==> src/rtl/refclk_pkg.sv <==
package refclk_pkg;

    typedef enum logic [1:0] {
        SRC_LOCAL = 2'b00,
        SRC_LINK  = 2'b01,
        SRC_ETH   = 2'b10,
        SRC_BAD   = 2'b11
    } src_e;

    localparam int unsigned EST_W     = 16;
    localparam int unsigned EST_UNITY = 10000;
    localparam int unsigned EST_TOL   = 100;   // 1 % in 100 ppm units

endpackage

==> src/rtl/refclk_sync.sv <==
module refclk_sync #(
    parameter int unsigned W = 2
) (
    input  logic         clk,
    input  logic         rst_n,
    input  logic [W-1:0] async_in,
    output logic [W-1:0] sync_out
);
    typedef struct packed {
        logic [W-1:0] s1;
        logic [W-1:0] s2;
    } sync_t;

    sync_t st_d, st_q;

    always_comb begin
        st_d.s1 = async_in;
        st_d.s2 = st_q.s1;
    end

    always_ff @(posedge clk or negedge rst_n) begin
        if (!rst_n) st_q <= '0;
        else        st_q <= st_d;
    end

    assign sync_out = st_q.s2;
endmodule

==> src/rtl/refclk_freq_meter.sv <==
module refclk_freq_meter
    import refclk_pkg::*;
#(
    parameter int unsigned REF_EDGES = 10000,
    parameter int unsigned TICK_DIV  = 4
) (
    input  logic             clk,
    input  logic             rst_n,
    input  logic             tick_s,
    output logic [EST_W-1:0] est,
    output logic             est_stb
);
    localparam int unsigned GATE_LEN = REF_EDGES * TICK_DIV;
    localparam int unsigned WIN_W    = $clog2(GATE_LEN);
    localparam int unsigned EDGE_W   = $clog2(GATE_LEN + 1);
    localparam int unsigned UNIT     = EST_UNITY / REF_EDGES;
    localparam logic [WIN_W-1:0] WIN_LAST = WIN_W'(GATE_LEN - 1);

    typedef struct packed {
        logic              prev;
        logic [WIN_W-1:0]  win;
        logic [EDGE_W-1:0] edges;
        logic [EST_W-1:0]  est;
        logic              stb;
    } meter_t;

    meter_t st_d, st_q;
    logic              rise;
    logic [EDGE_W-1:0] total;
    logic [31:0]       scaled;

    always_comb begin
        st_d     = st_q;
        st_d.stb = 1'b0;
        st_d.prev = tick_s;
        rise   = tick_s & ~st_q.prev;
        total  = st_q.edges + EDGE_W'(rise);
        scaled = 32'(total) * 32'(UNIT);
        if (st_q.win == WIN_LAST) begin
            st_d.win   = '0;
            st_d.edges = '0;
            st_d.stb   = 1'b1;
            st_d.est   = (scaled > 32'h0000_FFFF) ? '1 : scaled[EST_W-1:0];
        end else begin
            st_d.win   = st_q.win + 1'b1;
            st_d.edges = total;
        end
    end

    always_ff @(posedge clk or negedge rst_n) begin
        if (!rst_n) st_q <= '0;
        else        st_q <= st_d;
    end

    assign est     = st_q.est;
    assign est_stb = st_q.stb;
endmodule

==> src/rtl/refclk_hold_timer.sv <==
module refclk_hold_timer
    import refclk_pkg::*;
#(
    parameter int unsigned HOLD_CYCLES = 20000000
) (
    input  logic             clk,
    input  logic             rst_n,
    input  logic [EST_W-1:0] est,
    input  logic             est_stb,
    output logic             stable
);
    localparam int unsigned CNT_W = $clog2(HOLD_CYCLES + 1);
    localparam logic [CNT_W-1:0] CNT_MAX = CNT_W'(HOLD_CYCLES);
    localparam logic [EST_W-1:0] LO = EST_W'(EST_UNITY - EST_TOL);
    localparam logic [EST_W-1:0] HI = EST_W'(EST_UNITY + EST_TOL);

    typedef struct packed {
        logic             in_rng;
        logic [CNT_W-1:0] cnt;
    } hold_t;

    hold_t st_d, st_q;

    always_comb begin
        st_d = st_q;
        if (est_stb) st_d.in_rng = (est >= LO) && (est <= HI);
        if (!st_d.in_rng)            st_d.cnt = '0;
        else if (st_q.cnt != CNT_MAX) st_d.cnt = st_q.cnt + 1'b1;
    end

    always_ff @(posedge clk or negedge rst_n) begin
        if (!rst_n) st_q <= '0;
        else        st_q <= st_d;
    end

    assign stable = (st_q.cnt == CNT_MAX);
endmodule

==> src/rtl/refclk_rst_pulse.sv <==
module refclk_rst_pulse #(
    parameter int unsigned RST_LEN = 16
) (
    input  logic clk,
    input  logic rst_n,
    input  logic trig,
    output logic pulse
);
    localparam int unsigned CNT_W = $clog2(RST_LEN + 1);

    typedef struct packed {
        logic [CNT_W-1:0] cnt;
    } pulse_t;

    pulse_t st_d, st_q;

    always_comb begin
        st_d = st_q;
        if (trig)               st_d.cnt = CNT_W'(RST_LEN);
        else if (st_q.cnt != 0) st_d.cnt = st_q.cnt - 1'b1;
    end

    always_ff @(posedge clk or negedge rst_n) begin
        if (!rst_n) st_q <= '0;
        else        st_q <= st_d;
    end

    assign pulse = (st_q.cnt != '0);
endmodule

==> src/rtl/refclk_arbiter.sv <==
module refclk_arbiter
    import refclk_pkg::*;
#(
    parameter int unsigned REF_EDGES   = 10000,
    parameter int unsigned TICK_DIV    = 4,
    parameter int unsigned HOLD_CYCLES = 20000000,
    parameter int unsigned RST_LEN     = 16
) (
    input  logic        clk,
    input  logic        rst_n,
    input  logic        link_tick,
    input  logic        eth_locked,
    input  logic        link_inhibit,
    input  logic        force_eth,
    output logic [1:0]  sel_code,
    output logic [31:0] status_word,
    output logic        app_rst
);
    if (RST_LEN < 16)                 $error("RST_LEN must be at least 16");
    if (EST_UNITY % REF_EDGES != 0)   $error("REF_EDGES must divide 10000");

    typedef struct packed {
        src_e sel;
    } arb_t;

    arb_t st_d, st_q;

    logic [1:0]       sync_o;
    logic             tick_s, eth_s;
    logic [EST_W-1:0] est;
    logic             est_stb, link_stable, change;

    refclk_sync #(.W(2)) u_sync (
        .clk(clk), .rst_n(rst_n),
        .async_in({eth_locked, link_tick}),
        .sync_out(sync_o)
    );
    assign tick_s = sync_o[0];
    assign eth_s  = sync_o[1];

    refclk_freq_meter #(.REF_EDGES(REF_EDGES), .TICK_DIV(TICK_DIV)) u_meter (
        .clk(clk), .rst_n(rst_n), .tick_s(tick_s),
        .est(est), .est_stb(est_stb)
    );

    refclk_hold_timer #(.HOLD_CYCLES(HOLD_CYCLES)) u_hold (
        .clk(clk), .rst_n(rst_n), .est(est), .est_stb(est_stb),
        .stable(link_stable)
    );

    always_comb begin
        st_d = st_q;
        if (force_eth)
            st_d.sel = eth_s ? SRC_ETH : SRC_LOCAL;
        else if (link_inhibit)
            st_d.sel = SRC_LOCAL;
        else
            st_d.sel = link_stable ? SRC_LINK : SRC_LOCAL;
        change = (st_d.sel != st_q.sel);
    end

    always_ff @(posedge clk or negedge rst_n) begin
        if (!rst_n) st_q <= '{sel: SRC_LOCAL};
        else        st_q <= st_d;
    end

    refclk_rst_pulse #(.RST_LEN(RST_LEN)) u_pulse (
        .clk(clk), .rst_n(rst_n), .trig(change), .pulse(app_rst)
    );

    assign sel_code    = st_q.sel;
    assign status_word = {est, 12'h000, st_q.sel, eth_s, link_stable};
endmodule

==> config.mk <==
export PLATFORM = sky130hd
export DESIGN_NAME = refclk_arbiter
export DESIGN_NICKNAME = d
export VERILOG_FILES = /design/src/rtl/refclk_pkg.sv /design/src/rtl/refclk_sync.sv /design/src/rtl/refclk_freq_meter.sv /design/src/rtl/refclk_hold_timer.sv /design/src/rtl/refclk_rst_pulse.sv /design/src/rtl/refclk_arbiter.sv
export SDC_FILE = /design/constraint.sdc
export NUM_CORES = 1
export LEC_CHECK = 0
export BUFFER_PORTS_ARGS = -buffer_cell sky130_fd_sc_hd__buf_2
export CORE_MARGIN = 10
export CORE_UTILIZATION = 35
export DETAILED_ROUTE_END_ITERATION = 7
export PLACE_DENSITY = 0.52
export SYNTH_ARGS = -nofsm -noshare
export SYNTH_HDL_FRONTEND = slang
export SYNTH_SLANG_ARGS = --single-unit
export TNS_END_PERCENT = 10
==> constraint.sdc <==
create_clock -name clk -period 4 [get_ports clk]
set_clock_uncertainty 0.1 [all_clocks]
set_input_delay 0.8 -clock clk [delete_from_list [all_inputs] [get_ports clk]]
set_output_delay 0.8 -clock clk [all_outputs]
set_load 0.02 [all_outputs]
# After elaboration in Yosys (flattened, before gate mapping)
# Index checks and enable logic that the tools add are counted.
# Widths: inputs -> output; s select.
dict set report word_totals {
  ff_bits 87
  in_bits 6
  output_inout_bits 35
  wordCells 40
}
dict set report classes {
  add_sub_neg 4
  order_cmp 3
  eq_ne 5
  mux 12
  bitwise_logic 2
  reduce_logical 3
}
# cell count
set ops {}
lappend ops {{$mux 25} 2}
lappend ops {{$mux 32} 1}
lappend ops {{$add 25x1->25 const B} 1}
lappend ops {{$eq 25x25->1 const B} 1}
lappend ops {{$ne 25x25->1 const B} 1}
lappend ops {{$add 16x1->16} 1}
lappend ops {{$add 16x1->16 const B} 1}
lappend ops {{$eq 16x16->1 const B} 1}
lappend ops {{$ge 16x14->1 const B} 1}
lappend ops {{$gt 16x16->1 const B} 1}
lappend ops {{$le 16x14->1 const B} 1}
lappend ops {{$mux 16} 1}
lappend ops {{$mux 5} 2}
lappend ops {{$reduce_bool 5->1} 1}
lappend ops {{$sub 5x1->5 const B} 1}
lappend ops {{$mux 1} 4}
lappend ops {{$mux 2} 2}
lappend ops {{$ne 2x2->1} 1}
lappend ops {{$ne 2x2->1 const B} 1}
lappend ops {{$reduce_bool 2->1} 1}
lappend ops {{$and 1x1->1} 1}
lappend ops {{$logic_and 1x1->1} 1}
lappend ops {{$not 1->1} 1}

# Depth between registers and ports, before layout
dict set report depth {
  ltp_word 6
  depth_mapped 7
}

# Cells and area by module
# Synthesis repeated with hierarchy kept, for this count alone.
dict set report hier_totals {
  cells_unflattened 430
  hier_area_um2 4525.6
}
# module instances cells_per_inst area_per_inst_um2 seq_area_each_um2
set modules_own_cells {}
lappend modules_own_cells {refclk_freq_meter 1 212 2336.0 1251.2}
lappend modules_own_cells {refclk_hold_timer 1 163 1611.5 650.6}
lappend modules_own_cells {refclk_rst_pulse 1 25 261.5 125.1}
lappend modules_own_cells {refclk_arbiter 1 26 216.5 50.0}
lappend modules_own_cells {refclk_sync 1 4 100.1 100.1}

# Worst setup path after synthesis
# Ideal clock, no wire load.
dict set report synth_path {
  kind {register to output}
  from {register u_hold.st_q[0] (netlist bit)}
  to {output status_word[0]}
  arrival_time_ns 1.258
  slack_ns 1.842
  path_stages_with_launch 7
  path_cell_list {dfrtp_1 -> inv_1 -> ha_1 -> nor4b_2 -> nand4_2 -> nor2_1 -> buf_4}
}
dict set report synth_between {
  elab_chain_cells 1
}
# element line_no
set synth_rtl {}
lappend synth_rtl {{start, declared} refclk_hold_timer.sv:22} ;# hold_t st_d, st_q;
lappend synth_rtl {{start signal, assigned} refclk_hold_timer.sv:33} ;# else st_q <= st_d;
lappend synth_rtl {{$eq 25x25->1} refclk_hold_timer.sv:36} ;# assign stable = (st_q.cnt == CNT_MAX);
lappend synth_rtl {{end, declared} refclk_arbiter.sv:16} ;# output logic [31:0] status_word,
# Every way passes these cells.

# Worst setup path in the final report
# Same ends and word-level chain as after synthesis.

==> out/metrics.csv <==
stage;metric;value;unit
clock_network;post_cts_resize_count;0;
sta;timing.max_slew.rel_slack;0.289;
worst_setup_path;worst-endpoint-required;3.10;ns
finish;drive_gt1_frac;0.140;
clock_network;cts_tree;built;
synthesis;ys_warn_count;0;
synthesis;syn-mean-instance-area;10.3;um^2
sta;finalHoldWorstSlack;0.246;ns
global_route;grt_util_all_layers;0.112;
drt;drc;0;
sta;timing.final.setup_violations;0;
drt;via_per_inst;5.15;
sta;final.period_utilization;0.675;
status;outcome;completed;
floorplan;core-area;12600;um^2
global_route;grt_start_max_net_pins;75;
drt;routed-via-count;3160;
worst_setup_path;worst-path-max-fanout;7;
job;maxCapViolCount;0;
finish;fin_nets;450;
floorplan;floorplan.io_pins;41;
power;vdd_ir_drop_max;0.311;mV
worst_setup_path;critical_path.startpoint_type;register;
synthesis;mapped_area;4480;um^2
drt;detailedRoute.firstIterationViolations;310;
synthesis;synth-seq-area-share;0.486;
placed_design;io_port_bufs;28;
worst_setup_path;cp-end-kind;primary output;
sta;setup_ws;1.30;ns
worst_setup_path;path_buf_inv;2;
clock_network;cts.repair_timing.setup_buffer_count;0;
worst_setup_path;crit_family;simple AND/OR/NAND/NOR gates;
clock_network;cts.reportedPaths.clkPinSlew;0.06;ns
worst_setup_path;cpPeakStageDelay;0.41;ns
finish;layout.filler_cells;1223;
clock_network;cts_max_path_buffers;2;
clock_network;cts.root.buffer_cell;sky130_fd_sc_hd__clkbuf_16;
synthesis;postSynth.topFlopCell;sky130_fd_sc_hd__dfrtp_1;
global_route;first_global_vias;3100;
clock_network;cts-htree-levels;3;
finish;antenna-diode-count;0;
sta;grt_setup_unrepaired;false;
clock_network;cts-buffers-inserted;9;
floorplan;die_height;133;um
floorplan;floorplan.die_area;17700;um^2
worst_setup_path;critical_path.cell_chain;inv_1 > ha_1 > nor4b_2 > nand4_2 > nor2_1 > buf_2;
synthesis;synthArstFlopShare;1.00;
drt;wl_per_cell;15.5;um
power;power.internal;1.59;mW
drt;antenna_violating_nets_post_route;0;
global_route;global_route_wire_length_before_repair;16200;um
placed_design;place_ws;1.64;ns
synthesis;syn-instance-count;435;
sta;total_count_of_hold_check_failures_in_the_final_report;0;
floorplan;row_count;41;
global_route;grt.overflow.total;0;
synthesis;yosysUniqueCellTypes;50;
power;power_switching;0.506;mW
placed_design;gp_congestion;0.808;
hold_path;holdCritPathClass;register to register;
power;power_density;429;nW/um^2
clock_network;cts_hold_buf;0;
finish;flow.area_growth_from_synthesis;8.88;%
worst_setup_path;crit_path_top_delay_cell;sky130_fd_sc_hd__dfrtp_1;
floorplan;initial_core_util;0.356;
clock_network;cts.sink_count;87;
drt;length_of_the_first_detailed_routing_pass_in_iterations;5;
clock_network;insertion_delay;0.34;ns
placed_design;dp_hpwl;6570;um
drt;finalWirelength;9500;um
sta;report.final.slew_viol_count;0;
power;sw_frac_of_total;0.242;
worst_setup_path;worst-setup-path-type;register to primary output;
synthesis;postSynthRegisterBits;87;
sta;fin_tns_setup;0;ns
power;seqPwrFrac;0.470;
power;power.share.combinational;0.098;
sta;tightestPinTransition;1.07;ns
power;share_clk_of_total_power;0.433;
sta;achievable-frequency;0.370;GHz
worst_setup_path;critical_path_arrival;1.80;ns
floorplan;die_w;133;um
synthesis;edff_count_synth;0;
global_route;number_of_antenna_violations_at_the_first_check_in_global_routing;0;
power;leakage;2.08;nW
sta;post-route-min-period;2.70;ns
==> power by group through the flow <==
| stage | registers, mW | logic, mW | clock network [mW] |
|---|---|---|---|
| 2_1_floorplan | 0.988 | 0.167 | 0 |
| 3_3_place_gp | 0.997 | 0.204 | 0 |
| 3_5_place_dp | 0.997 | 0.208 | 0 |
| 4_1_cts | 0.982 | 0.209 | 0.935 |
| 5_1_grt | 0.989 | 0.236 | 0.979 |
| 6_report | 0.983 | 0.204 | 0.906 |
==> final timing paths <==
path,from,endpoint,slack (ns),cells past startpoint
worst min-delay path,u_sync.st_d[1]$_DFF_PN0_,u_sync.sync_out[1]$_DFF_PN0_,0.25,0
worst min register to register,u_sync.st_d[1]$_DFF_PN0_,u_sync.sync_out[1]$_DFF_PN0_,0.25,0
worst max-delay path,u_hold.st_q[0]$_DFFE_PN0P_,status_word[0],1.30,6
max in group asynchronous,rst_n,u_hold.st_q[8]$_DFFE_PN0P_,2.54,2
worst max register to register,u_meter.est[15]$_DFFE_PN0P_,u_hold.st_q[0]$_DFFE_PN0P_,1.69,4
min in group asynchronous,rst_n,u_pulse.st_q[3]$_DFFE_PN0P_,0.49,1
==> metrics by stage <==
step                       util  instances  power [mW]  instance area, um^2
after floorplan               -        446        1.15                 4520
after global placement    0.362        598        1.20                 4550
after detailed placement  0.362        598        1.21                 4550
after CTS                 0.388        614        2.13                 4880
after global routing      0.388        614        2.20                 4880
final                     0.388        614        2.09                 4880
==> routing by layer <==
metal  share of wire  global-route usage  routed length (um)
met2            0.49               0.182                4670
met4           0.015              0.0417                 141
met3           0.047              0.0383                 447
met1            0.45               0.134                4250
met5               0                   0                   0
==> registers in the layout (all words and copies together) (netlist names) <==
signal and count:
u_meter.st_q 33, u_hold.st_q 26, u_pulse.st_q 5, u_sync.st_d 2, u_meter.est 16, u_sync.sync_out 2, u_meter.est_stb 1, sel_code 2
==> cell usage after synthesis, types with 7 or more instances <==
cell type / instances / area [um^2]
sky130_fd_sc_hd__clkbuf_1: 8 / 30.0
sky130_fd_sc_hd__o21ai_0: 15 / 75.1
sky130_fd_sc_hd__a22oi_1: 15 / 113
sky130_fd_sc_hd__nand4_1: 17 / 106
sky130_fd_sc_hd__nand3_1: 22 / 110
sky130_fd_sc_hd__and4_1: 8 / 70.1
sky130_fd_sc_hd__xnor2_1: 17 / 149
sky130_fd_sc_hd__xor2_1: 20 / 175
sky130_fd_sc_hd__buf_4: 31 / 233
sky130_fd_sc_hd__a21oi_1: 32 / 160
sky130_fd_sc_hd__nor3_1: 7 / 35.0
sky130_fd_sc_hd__dfrtp_1: 87 / 2180
sky130_fd_sc_hd__or3_1: 10 / 62.6
sky130_fd_sc_hd__nor2_1: 27 / 101
sky130_fd_sc_hd__a31oi_1: 12 / 75.1
sky130_fd_sc_hd__ha_1: 7 / 87.6
sky130_fd_sc_hd__buf_2: 7 / 35.0
sky130_fd_sc_hd__and3_1: 7 / 43.8
sky130_fd_sc_hd__inv_1: 14 / 52.6
sky130_fd_sc_hd__nand2_1: 15 / 56.3
==> layout by cell type (no fill, tap or decap), drive strengths merged, types with 5 or more instances in the layout <==
| cell type | count |
|---|---|
| nand3 | 22 |
| and2 | 5 |
| nor4 | 5 |
| ha | 7 |
| clkbuf | 11 |
| and3 | 7 |
| o21ai | 15 |
| inv | 14 |
| nand4 | 20 |
| buf | 30 |
| or3 | 10 |
| a21oi | 32 |
| a31oi | 12 |
| nor2 | 27 |
| nor3 | 7 |
| xor2 | 20 |
| nor4b | 5 |
| and4 | 9 |
| nand2 | 15 |
| a22oi | 15 |
| xnor2 | 17 |
| conb | 12 |
| dfrtp | 87 |
==> area by class of cell <==
| class | count | area (um^2) | area share |
|---|---|---|---|
| inverter | 14 | 52.6 | 0.0108 |
| tap | 172 | 215 | 0.0441 |
| multi-input combinational | 295 | 1950 | 0.400 |
| clock inverter | 5 | 81.3 | 0.0167 |
| timing repair buffer | 30 | 158 | 0.0323 |
| clock buffer | 11 | 243 | 0.0498 |
| sequential | 87 | 2180 | 0.446 |
==> logic make-up after synthesis <==
family / Yosys count / share of synthesized area
buffers and inverters: 64 / 0.0883
muxes: 5 / 0.0117
DFF: 87 / 0.486
other: 1 / 0.000837
xor gates and xnor gates: 37 / 0.0723
AOI/OAI and AO/OA: 86 / 0.120
and+or+nand+nor: 148 / 0.202
adders and majority gates: 7 / 0.0196
No activity file was read; power rests on OpenSTA's default activity.
